--- config.mk ---
export PLATFORM = sky130hd
export DESIGN_NAME = ratio_clk_div
export DESIGN_NICKNAME = d
export VERILOG_FILES = /design/src/rtl/rcd_pkg.sv /design/src/rtl/rcd_cfg_reg.sv /design/src/rtl/rcd_ratio_decode.sv /design/src/rtl/rcd_src_sel.sv /design/src/rtl/rcd_div_fsm.sv /design/src/rtl/ratio_clk_div.sv
export SDC_FILE = /design/constraint.sdc
export NUM_CORES = 1
export LEC_CHECK = 0
export ABC_AREA = 1
export BUFFER_PORTS_ARGS = -buffer_cell sky130_fd_sc_hd__buf_4
export CAP_MARGIN = 20
export CORE_ASPECT_RATIO = 0.7
export CORE_MARGIN = 5
export CORE_UTILIZATION = 32
export CTS_BUF_LIST = sky130_fd_sc_hd__clkbuf_8
export DETAILED_ROUTE_END_ITERATION = 8
export PLACE_DENSITY = 0.58
export SYNTH_ARGS = -nofsm -noshare
export SYNTH_HDL_FRONTEND = slang
export SYNTH_SLANG_ARGS = --single-unit
--- constraint.sdc ---
create_clock -name clk_i -period 2.2 [get_ports clk_i]
set_input_delay 0.55 -clock clk_i [delete_from_list [all_inputs] [get_ports clk_i]]
set_output_delay 0.55 -clock clk_i [all_outputs]
set_load 0.01 [all_outputs]
--- src/rtl/rcd_pkg.sv ---
package rcd_pkg;

    typedef enum logic [1:0] {
        ST_STOP = 2'd0,
        ST_HIGH = 2'd1,
        ST_LOW  = 2'd2
    } div_state_t;

    // Width needed to hold the largest ratio the decode rule can produce.
    function automatic int calc_ratio_w(input int div_w, input int offset,
                                        input int step, input int zero_ratio);
        int top_field;
        int m;
        top_field = (div_w == 0) ? 0 : ((1 << div_w) - 1);
        m = (div_w == 0) ? 1 : (top_field + offset) * step;
        if (zero_ratio > m) m = zero_ratio;
        if (m < 1) m = 1;
        return $clog2(m + 1);
    endfunction

    // Bit mask of a field of width w starting at bit lsb.
    function automatic logic [63:0] field_mask(input int lsb, input int w);
        if (w == 0) return 64'd0;
        return ((64'd1 << w) - 64'd1) << lsb;
    endfunction

endpackage

--- src/rtl/rcd_cfg_reg.sv ---
module rcd_cfg_reg
    import rcd_pkg::*;
#(
    parameter int CFG_W     = 32,
    parameter int DIV_LSB   = 0,
    parameter int DIV_W     = 3,
    parameter int SEL_LSB   = 8,
    parameter int SEL_W     = 2,
    parameter logic [CFG_W-1:0] CFG_RESET = '0
) (
    input  logic             clk_i,
    input  logic             rst_n_i,
    input  logic             wr_en_i,
    input  logic [CFG_W-1:0] wr_data_i,
    output logic [CFG_W-1:0] cfg_o
);
    localparam logic [CFG_W-1:0] KEEP =
        CFG_W'(field_mask(DIV_LSB, DIV_W) | field_mask(SEL_LSB, SEL_W));

    logic [CFG_W-1:0] cfg_q;

    always_ff @(posedge clk_i) begin
        if (!rst_n_i) begin
            cfg_q <= CFG_RESET & KEEP;
        end else if (wr_en_i) begin
            cfg_q <= wr_data_i & KEEP;
        end
    end

    assign cfg_o = cfg_q;

    // bits outside the two fields never hold a one
    a_r1_unused_bits_zero: assert property (@(posedge clk_i) disable iff (!rst_n_i)
        (cfg_q & ~KEEP) == '0);
endmodule

--- src/rtl/rcd_ratio_decode.sv ---
module rcd_ratio_decode #(
    parameter int DIV_W      = 3,
    parameter int FW         = 3,
    parameter int OFFSET     = 1,
    parameter int STEP       = 1,
    parameter int ZERO_RATIO = 0,
    parameter int RATIO_W    = 4
) (
    input  logic [FW-1:0]      field_i,
    output logic [RATIO_W-1:0] ratio_o
);
    generate
        if (DIV_W == 0) begin : g_fixed
            assign ratio_o = RATIO_W'(1);
        end else begin : g_rule
            always_comb begin
                int prod;
                prod = (int'(field_i) + OFFSET) * STEP;
                if ((field_i == '0) && (ZERO_RATIO != 0)) begin
                    ratio_o = RATIO_W'(ZERO_RATIO);
                end else if (prod == 0) begin
                    ratio_o = RATIO_W'(1);
                end else begin
                    ratio_o = RATIO_W'(prod);
                end
            end
        end
    endgenerate
endmodule

--- src/rtl/rcd_src_sel.sv ---
module rcd_src_sel #(
    parameter int NUM_SRC = 3,
    parameter int SEL_W   = 2
) (
    input  logic [NUM_SRC-1:0] tick_i,
    input  logic [SEL_W-1:0]   sel_i,
    output logic               tick_o
);
    logic [NUM_SRC-1:0] hit;

    generate
        for (genvar i = 0; i < NUM_SRC; i++) begin : g_src
            assign hit[i] = tick_i[i] && (sel_i == SEL_W'(i));
        end
    endgenerate

    // An unpopulated code matches no source, so no tick passes.
    assign tick_o = |hit;
endmodule

--- src/rtl/rcd_div_fsm.sv ---
module rcd_div_fsm
    import rcd_pkg::*;
#(
    parameter int RATIO_W = 4,
    parameter int SEL_W   = 2,
    parameter int NUM_SRC = 3
) (
    input  logic               clk_i,
    input  logic               rst_n_i,
    input  logic               tick_i,
    input  logic               pend_valid_i,
    input  logic [RATIO_W-1:0] pend_ratio_i,
    input  logic [SEL_W-1:0]   pend_sel_i,
    output logic [SEL_W-1:0]   sel_o,
    output logic [RATIO_W-1:0] ratio_o,
    output logic               div_clk_o,
    output logic               rise_o,
    output logic               running_o
);
    div_state_t         state_q, state_d;
    logic [RATIO_W-1:0] cnt_q, cnt_d;
    logic [RATIO_W-1:0] ratio_q, ratio_d;
    logic [SEL_W-1:0]   sel_q, sel_d;
    logic               rise_q, rise_d;
    logic [RATIO_W-1:0] half;
    logic               period_end;

    assign half = ratio_q >> 1;

    // State register
    always_ff @(posedge clk_i) begin
        if (!rst_n_i) begin
            state_q <= ST_STOP;
            cnt_q   <= '0;
            ratio_q <= '0;
            sel_q   <= '0;
            rise_q  <= 1'b0;
        end else begin
            state_q <= state_d;
            cnt_q   <= cnt_d;
            ratio_q <= ratio_d;
            sel_q   <= sel_d;
            rise_q  <= rise_d;
        end
    end

    // Next state: configuration is loaded only on START and WRAP
    always_comb begin
        state_d    = state_q;
        cnt_d      = cnt_q;
        ratio_d    = ratio_q;
        sel_d      = sel_q;
        rise_d     = 1'b0;
        period_end = 1'b0;
        unique case (state_q)
            ST_STOP: begin
                sel_d = pend_sel_i;
                if (pend_valid_i) begin      // START
                    state_d = ST_HIGH;
                    cnt_d   = '0;
                    ratio_d = pend_ratio_i;
                    rise_d  = 1'b1;
                end
            end
            ST_HIGH: begin
                if (tick_i) begin
                    if (ratio_q == RATIO_W'(1)) begin
                        period_end = 1'b1;
                    end else if (cnt_q == half - RATIO_W'(1)) begin
                        state_d = ST_LOW;    // HALF
                        cnt_d   = cnt_q + RATIO_W'(1);
                    end else begin
                        cnt_d   = cnt_q + RATIO_W'(1);
                    end
                end
            end
            ST_LOW: begin
                if (tick_i) begin
                    if (cnt_q == ratio_q - RATIO_W'(1)) begin
                        period_end = 1'b1;
                    end else begin
                        cnt_d = cnt_q + RATIO_W'(1);
                    end
                end
            end
            default: state_d = ST_STOP;
        endcase
        if (period_end) begin
            cnt_d = '0;
            sel_d = pend_sel_i;
            if (pend_valid_i) begin          // WRAP
                state_d = ST_HIGH;
                ratio_d = pend_ratio_i;
                rise_d  = 1'b1;
            end else begin                   // HALT
                state_d = ST_STOP;
                ratio_d = '0;
            end
        end
    end

    // Outputs
    always_comb begin
        div_clk_o = 1'b0;
        running_o = 1'b0;
        unique case (state_q)
            ST_STOP: begin
                div_clk_o = 1'b0;
                running_o = 1'b0;
            end
            ST_HIGH: begin
                div_clk_o = 1'b1;
                running_o = 1'b1;
            end
            ST_LOW: begin
                div_clk_o = 1'b0;
                running_o = 1'b1;
            end
            default: begin
                div_clk_o = 1'b0;
                running_o = 1'b0;
            end
        endcase
    end

    assign ratio_o = ratio_q;
    assign sel_o   = sel_q;
    assign rise_o  = rise_q;

    // the applied ratio changes only where a period starts or the divider halts
    a_r8_ratio_only_at_rise: assert property (@(posedge clk_i) disable iff (!rst_n_i)
        !$stable(ratio_q) |-> (rise_q || !running_o));
    // the tick count stays inside the period
    a_r6_cnt_in_period: assert property (@(posedge clk_i) disable iff (!rst_n_i)
        running_o |-> (cnt_q < ratio_q));
    // the high phase never runs past floor(N/2) ticks
    a_r7_high_phase_bound: assert property (@(posedge clk_i) disable iff (!rst_n_i)
        (div_clk_o && (ratio_q > RATIO_W'(1))) |-> (cnt_q < half));
    // a stopped divider reports rate zero and no clock
    a_r5_stop_no_clock: assert property (@(posedge clk_i) disable iff (!rst_n_i)
        !running_o |-> (!div_clk_o && (ratio_q == '0) && !rise_q));
    // a period only starts on a populated source
    a_r5_rise_on_valid_src: assert property (@(posedge clk_i) disable iff (!rst_n_i)
        rise_q |-> (int'(sel_q) < NUM_SRC));
    // every period starts with the output high
    a_r10_rise_high: assert property (@(posedge clk_i) disable iff (!rst_n_i)
        rise_q |-> div_clk_o);
endmodule

--- src/rtl/ratio_clk_div.sv ---
module ratio_clk_div
    import rcd_pkg::*;
#(
    parameter int CFG_W      = 32,
    parameter int DIV_LSB    = 0,
    parameter int DIV_W      = 3,
    parameter int OFFSET     = 1,
    parameter int STEP       = 1,
    parameter int ZERO_RATIO = 0,
    parameter int SEL_LSB    = 8,
    parameter int SEL_W      = 2,
    parameter int NUM_SRC    = 3,
    parameter logic [CFG_W-1:0] CFG_RESET = '0,
    localparam int RATIO_W   = calc_ratio_w(DIV_W, OFFSET, STEP, ZERO_RATIO)
) (
    input  logic               clk_i,
    input  logic               rst_n_i,
    input  logic               wr_en_i,
    input  logic [CFG_W-1:0]   wr_data_i,
    output logic [CFG_W-1:0]   rd_data_o,
    input  logic [NUM_SRC-1:0] src_tick_i,
    output logic               div_clk_o,
    output logic               div_rise_o,
    output logic [RATIO_W-1:0] ratio_o,
    output logic [SEL_W-1:0]   src_o,
    output logic               running_o
);
    localparam int FW = (DIV_W > 0) ? DIV_W : 1;

    logic [CFG_W-1:0]   cfg_q;
    logic [FW-1:0]      div_field;
    logic [SEL_W-1:0]   pend_sel;
    logic [RATIO_W-1:0] pend_ratio;
    logic               pend_valid;
    logic [SEL_W-1:0]   applied_sel;
    logic               applied_tick;

    rcd_cfg_reg #(
        .CFG_W(CFG_W), .DIV_LSB(DIV_LSB), .DIV_W(DIV_W),
        .SEL_LSB(SEL_LSB), .SEL_W(SEL_W), .CFG_RESET(CFG_RESET)
    ) u_cfg (
        .clk_i(clk_i), .rst_n_i(rst_n_i), .wr_en_i(wr_en_i),
        .wr_data_i(wr_data_i), .cfg_o(cfg_q)
    );

    generate
        if (DIV_W > 0) begin : g_div_field
            assign div_field = cfg_q[DIV_LSB +: FW];
        end else begin : g_no_div_field
            assign div_field = '0;
        end
    endgenerate

    assign pend_sel   = cfg_q[SEL_LSB +: SEL_W];
    assign pend_valid = int'(pend_sel) < NUM_SRC;

    rcd_ratio_decode #(
        .DIV_W(DIV_W), .FW(FW), .OFFSET(OFFSET), .STEP(STEP),
        .ZERO_RATIO(ZERO_RATIO), .RATIO_W(RATIO_W)
    ) u_decode (
        .field_i(div_field), .ratio_o(pend_ratio)
    );

    rcd_src_sel #(.NUM_SRC(NUM_SRC), .SEL_W(SEL_W)) u_sel (
        .tick_i(src_tick_i), .sel_i(applied_sel), .tick_o(applied_tick)
    );

    rcd_div_fsm #(.RATIO_W(RATIO_W), .SEL_W(SEL_W), .NUM_SRC(NUM_SRC)) u_fsm (
        .clk_i(clk_i), .rst_n_i(rst_n_i), .tick_i(applied_tick),
        .pend_valid_i(pend_valid), .pend_ratio_i(pend_ratio), .pend_sel_i(pend_sel),
        .sel_o(applied_sel), .ratio_o(ratio_o), .div_clk_o(div_clk_o),
        .rise_o(div_rise_o), .running_o(running_o)
    );

    assign rd_data_o = cfg_q;
    assign src_o     = applied_sel;

    // a running divider never reports a zero ratio
    a_r2_ratio_nonzero: assert property (@(posedge clk_i) disable iff (!rst_n_i)
        running_o |-> (ratio_o != '0));
endmodule

# Word-level counts from Yosys, hierarchy flattened
# Cells that the tools add are included.
# classes
shift,0
addsub,4
n_reduce_logical,15
mul,0
n_mux,31
div,0
eq_ne,17
order_cmp,1
n_bitwise,1
# op_table
cell,n
4-bit 2-to-1 mux,10
32-bit zero test,1
2-bit 2-to-1 mux,7
4-bit one-hot mux with 3 select lines,1
1-bit 2-to-1 mux,11
2-bit inequality test (second input constant),5
3-bit by 2-bit inequality test with 1-bit output (second input constant),3
4-bit equality test,2
2-bit one-hot mux with 3 select lines,1
6-bit AND reduction,1
5-bit AND reduction,1
3-bit by 1-bit adder with 4-bit output (second input constant),1
4-bit by 1-bit adder with 4-bit output (second input constant),1
2-bit by 1-bit equality test with 1-bit output (second input constant),2
2-bit equality test (second input constant),2
4-bit by 1-bit equality test with 1-bit output (second input constant),1
2-bit zero test,2
2-bit nonzero test,2
2-bit OR reduction,2
3-bit by 1-bit subtractor with 4-bit output (second input constant),1
4-bit by 1-bit subtractor with 4-bit output (second input constant),1
1-bit logical AND,3
3-bit by 1-bit inequality test with 1-bit output (second input constant),1
3-bit nonzero test,1
other kinds (6),6
# word_totals
n_memories,0
latch_bits,0
register_bits,18
mem_bits_ro,0
word_cells,75
output_inout_bits,41
ram_bits,0

# Depth between registers and ports, before layout
# depth
word_depth,7
ltp_mapped,15
mapped_depth_nobuf,14

# By module
# A second synthesis with hierarchy kept.
# unflattened
cells_unflattened,218
area_unflattened_um2,1443.9
# by_module_without_submodules
mod,cells_each,area_per_inst_um2,n_inst
rcd_div_fsm,141,947.2,1
rcd_cfg_reg,59,411.6,1
rcd_ratio_decode,11,53.8,1
rcd_src_sel,6,27.5,1
ratio_clk_div,1,3.8,1

# Least setup slack after synthesis
# Ideal clock, no wire load.
# synth_timing
path_kind,flip-flop to flip-flop
from,register u_fsm.ratio_q[1] (netlist: u_fsm.ratio_o[1])
to,register u_fsm.sel_q[1] (netlist: u_fsm.sel_o[1])
path_slack_ps,365
arrival_time_ps,1720
setup_ps,115
required_ps,2085
path_stages_with_launch,14
cell_sequence,dfxtp_1 inv_1 ha_1 nand2_1 inv_1 nor2_1 nand2_1 nor2_2 nand3_4 nand2_4 nand2_4 buf_6 a21oi_1 nor2_1
# synth_via
elab_chain_cells,6
word_cells_on_any_way,10
# synth_rtl
item,line_no,source
start: declaration,rcd_div_fsm.sv:22,"logic [RATIO_W-1:0] ratio_q, ratio_d;"
start signal: assignment,rcd_div_fsm.sv:41,ratio_q <= ratio_d;
4-bit by 1-bit subtractor with 4-bit output,rcd_div_fsm.sv:79,if (cnt_q == ratio_q - RATIO_W'(1)) begin
4-bit equality test,rcd_div_fsm.sv:79,
1-bit 2-to-1 mux,rcd_div_fsm.sv:79,
1-bit 2-to-1 mux,rcd_div_fsm.sv:78,if (tick_i) begin
1-bit one-hot mux with 2 select lines (*),rcd_div_fsm.sv:55,unique case (state_q)
2-bit 2-to-1 mux or 2-bit nonzero test (tied branches),--,
end signal: assignment,rcd_div_fsm.sv:42,sel_q <= sel_d;
end: declaration,rcd_div_fsm.sv:23,"logic [SEL_W-1:0] sel_q, sel_d;"
# Mark *: on every way between the ends. The rest lies on a longest branch, timed or not.
# A chain may end at the register's enable or synchronous reset.

# Worst setup path after layout
# layout_timing
from,register u_fsm.ratio_q[1] (netlist: u_fsm.ratio_o[1])
to,register u_fsm.state_q[1]
# layout_via
elab_chain_cells,7
word_cells_on_any_way,17
# layout_rtl
item,line_no,source
4-bit by 1-bit subtractor with 4-bit output,rcd_div_fsm.sv:79,
4-bit equality test,rcd_div_fsm.sv:79,
1-bit 2-to-1 mux,rcd_div_fsm.sv:79,
1-bit 2-to-1 mux,rcd_div_fsm.sv:78,
1-bit one-hot mux with 2 select lines,rcd_div_fsm.sv:55,
3-bit by 2-bit inequality test with 1-bit output (no source line) (tied with other cells),--,
5-bit AND reduction (no source line),--,
end signal: assignment,rcd_div_fsm.sv:39,state_q <= state_d;
end: declaration,rcd_div_fsm.sv:20,"div_state_t state_q, state_d;"
# Several ways; a longest one is shown, not always the timed one.

==> results.tsv <==
metric	value	unit
status	finished clean	
area post-placement	1650	um^2
vias in the first global route	1164	
H-Tree Level Count	1	
fraction of registers with async set or reset after synthesis	0	
row cnt	20	
post-synthesis sequential area ratio	0.2390	
share of the synthesized area in the top cell type	0.2390	
Cell Area, Synth	1508	um^2
setup TNS	0	ps
dpl hpwl	2746	um
Clock Latency Late Sink	250	ps
first drt pass iteration count	4	
peak supply drop	0.4310	mV
initial core utilization	0.3385	
Final GP Congestion	0.7822	
HP Class	flop to flop	
FF-to-FF setup slack	330	ps
clk_skew	1.531	ps
Max Clk Rate	536.1	MHz
Commonest cells post-synth	nand2_1 (59), buf_4 (28), inv_1 (26), nand3_1 (26), nor2_1 (22)	
post-route design area	1692	um^2
post-cts resize count	0	
Final Core Density	0.3798	
total track usage	0.1058	
crit path DAT	1990	ps
Final Max Slew Viols	0	
Hold-fix buffers, CTS	0	
die height	67.43	um
CTS buffer count	3	
Critical R2R Launch	u_fsm.ratio_o[1]	
final setup violating endpoints	0	
RSZ-0062 raised after global routing	no	
crit share post-route	0.8478	
Worst setup SP type	flop	
Final #Nets	309	
pin count of the biggest net entering global routing	16	
post-synth top area cell	dfxtp_1	
met1 usage	0.1527	
layout cells sized above 1	0.1434	
first-pass GRT wire length	5326	um
Setup Crit Path Kind	flop to flop	
CTS tree	yes	
Fin Hold WS	515.8	ps
diode count	0	
die area	6206	um^2
Synth cell types	25	
CP startpoint	u_fsm.ratio_o[1]	
final antenna-violating net count	0	
M3 GR Usage	0.03007	
core area	4454	um^2
Synth Area per Inst	6.499	um^2
total I/O pin count	79	
Post-synth EDFFs	0	
worst hold path startpoint	u_cfg.cfg_o[0]	
CTS Root Cell	clkbuf_8	
Tmin final	1865	ps
Clock Sink Count	18	
Die Width	92.04	um
Yosys warning total	0	
Reg2Reg Depth	12	
Synth area leaders	dfxtp_1 (24%), nand2_1 (15%), buf_4 (14%)	
top_reg_cell synth	dfxtp_1	
routed len/inst	10.42	um
setup repair bufs after CTS	0	
cells after synthesis	232	
required time of the critical path	2330	ps
Yosys reg bits	18	
clk slew on worst S/H paths	60	ps
Fillers	487	
P_leak	0.8976	nW
Total Routed Length	3261	um
routed vias	1368	
antenna violations before repair	0	
hold path depth	2	
Vias/cell	4.371	
met2 Usage GRT	0.1564	
fin cells	313	
maximum fanout along the worst path	14	
CTS max path bufs	2	
drt initial violations	76	
most common cell in the netlist	nand2_1	
Area growth syn-to-layout	12.20	%
placed insts	310	
endpoint type of the worst setup path	flop	
grt ovf	0	
remaining design rule violation count	0	
Max Cap Viol	0	
grt peak-use layer	met2	
Power Density	1004	nW/um^2
Final Hold Vio Count	0	
# port buffers	24	
## cell type report
| class | count | area [um^2] | share of cell area |
|---|---|---|---|
| inverter | 27 | 101.3 | 0.05991 |
| clock buffer | 3 | 41.29 | 0.02441 |
| multi-input combinational | 183 | 917.1 | 0.5422 |
| sequential | 18 | 360.3 | 0.2130 |
| timing repair buffer | 27 | 202.7 | 0.1198 |
| tap | 55 | 68.82 | 0.04068 |
## stage by stage
step	setup WS [ps]	power, W
2_1_floorplan	364.9	0.001219
3_3_place_gp	348.1	0.001476
3_5_place_dp	362.9	0.001480
4_1_cts	343.5	0.001712
5_1_grt	146.0	0.001878
6_report	334.8	0.001698
## final timing paths
kind,end
worst max register to register,u_fsm.state_q[1]
worst min register to register,u_cfg.cfg_o[0]
worst max-delay path,u_fsm.state_q[1]
worst min-delay path,u_cfg.cfg_o[0]
## power breakdown
part	internal, W	switching (W)
sequential	0.000399	0.0000691
combinational	0.000388	0.000618
clock	0.000122	0.000102
total	0.000909	0.000789
## sequential cells by signal (all words and copies together) (netlist names)
register / count
u_cfg.cfg_o: 5
u_fsm.state_q: 2
u_fsm.cnt_q: 4
u_fsm.ratio_o: 4
u_fsm.sel_o: 2
u_fsm.rise_o: 1
## kinds of logic (layout without fill, tap and decap cells)
family                   Yosys count  in the layout  share of synthesized area
buffers and inverters             57             57                     0.2174
other                              1             27                   0.002487
flip-flops                        18             18                     0.2390
AND/OR/NAND/NOR                  122            122                     0.3643
adder cells (fa/ha/maj)           11             11                    0.09128
XOR/XNOR                           3              3                    0.01743
AO/OA/AOI/OAI                     20             20                    0.06804
## critical path: stages (launching register included)
cell,delay (ps)
dfxtp_1,320
inv_1,90
ha_1,300
nand2_1,70
inv_1,40
nor2_1,70
nand2_1,70
nor2_2,150
nand3_4,130
nand2_4,90
nand2_4,110
nand2_1,180
o21ai_0,120
## metal layers
layer | share of wire | up-vias
met5 | 0 | -
met4 | 0.0052 | 0
met3 | 0.059 | 4
met2 | 0.41 | 33
met1 | 0.53 | 588
li1 | - | 743
## placed cells by master, fill, tap and decap left out
| master | instances |
|---|---|
| a21boi_0 | 1 |
| a21oi_1 | 11 |
| buf_4 | 27 |
| clkbuf_8 | 3 |
| conb_1 | 27 |
| dfxtp_1 | 18 |
| ha_1 | 11 |
| inv_1 | 26 |
| inv_2 | 1 |
| nand2_1 | 59 |
| nand2_2 | 1 |
| nand2_4 | 2 |
| nand3_1 | 26 |
| nand3_4 | 1 |
| nand3b_1 | 1 |
| nand4_1 | 7 |
| nor2_1 | 22 |
| nor2_2 | 1 |
| nor3_1 | 1 |
| o21ai_0 | 7 |
| o21ai_1 | 1 |
| or2_2 | 1 |
| xnor2_1 | 1 |
| xor2_1 | 2 |
(Power assumes the default switching activity.)
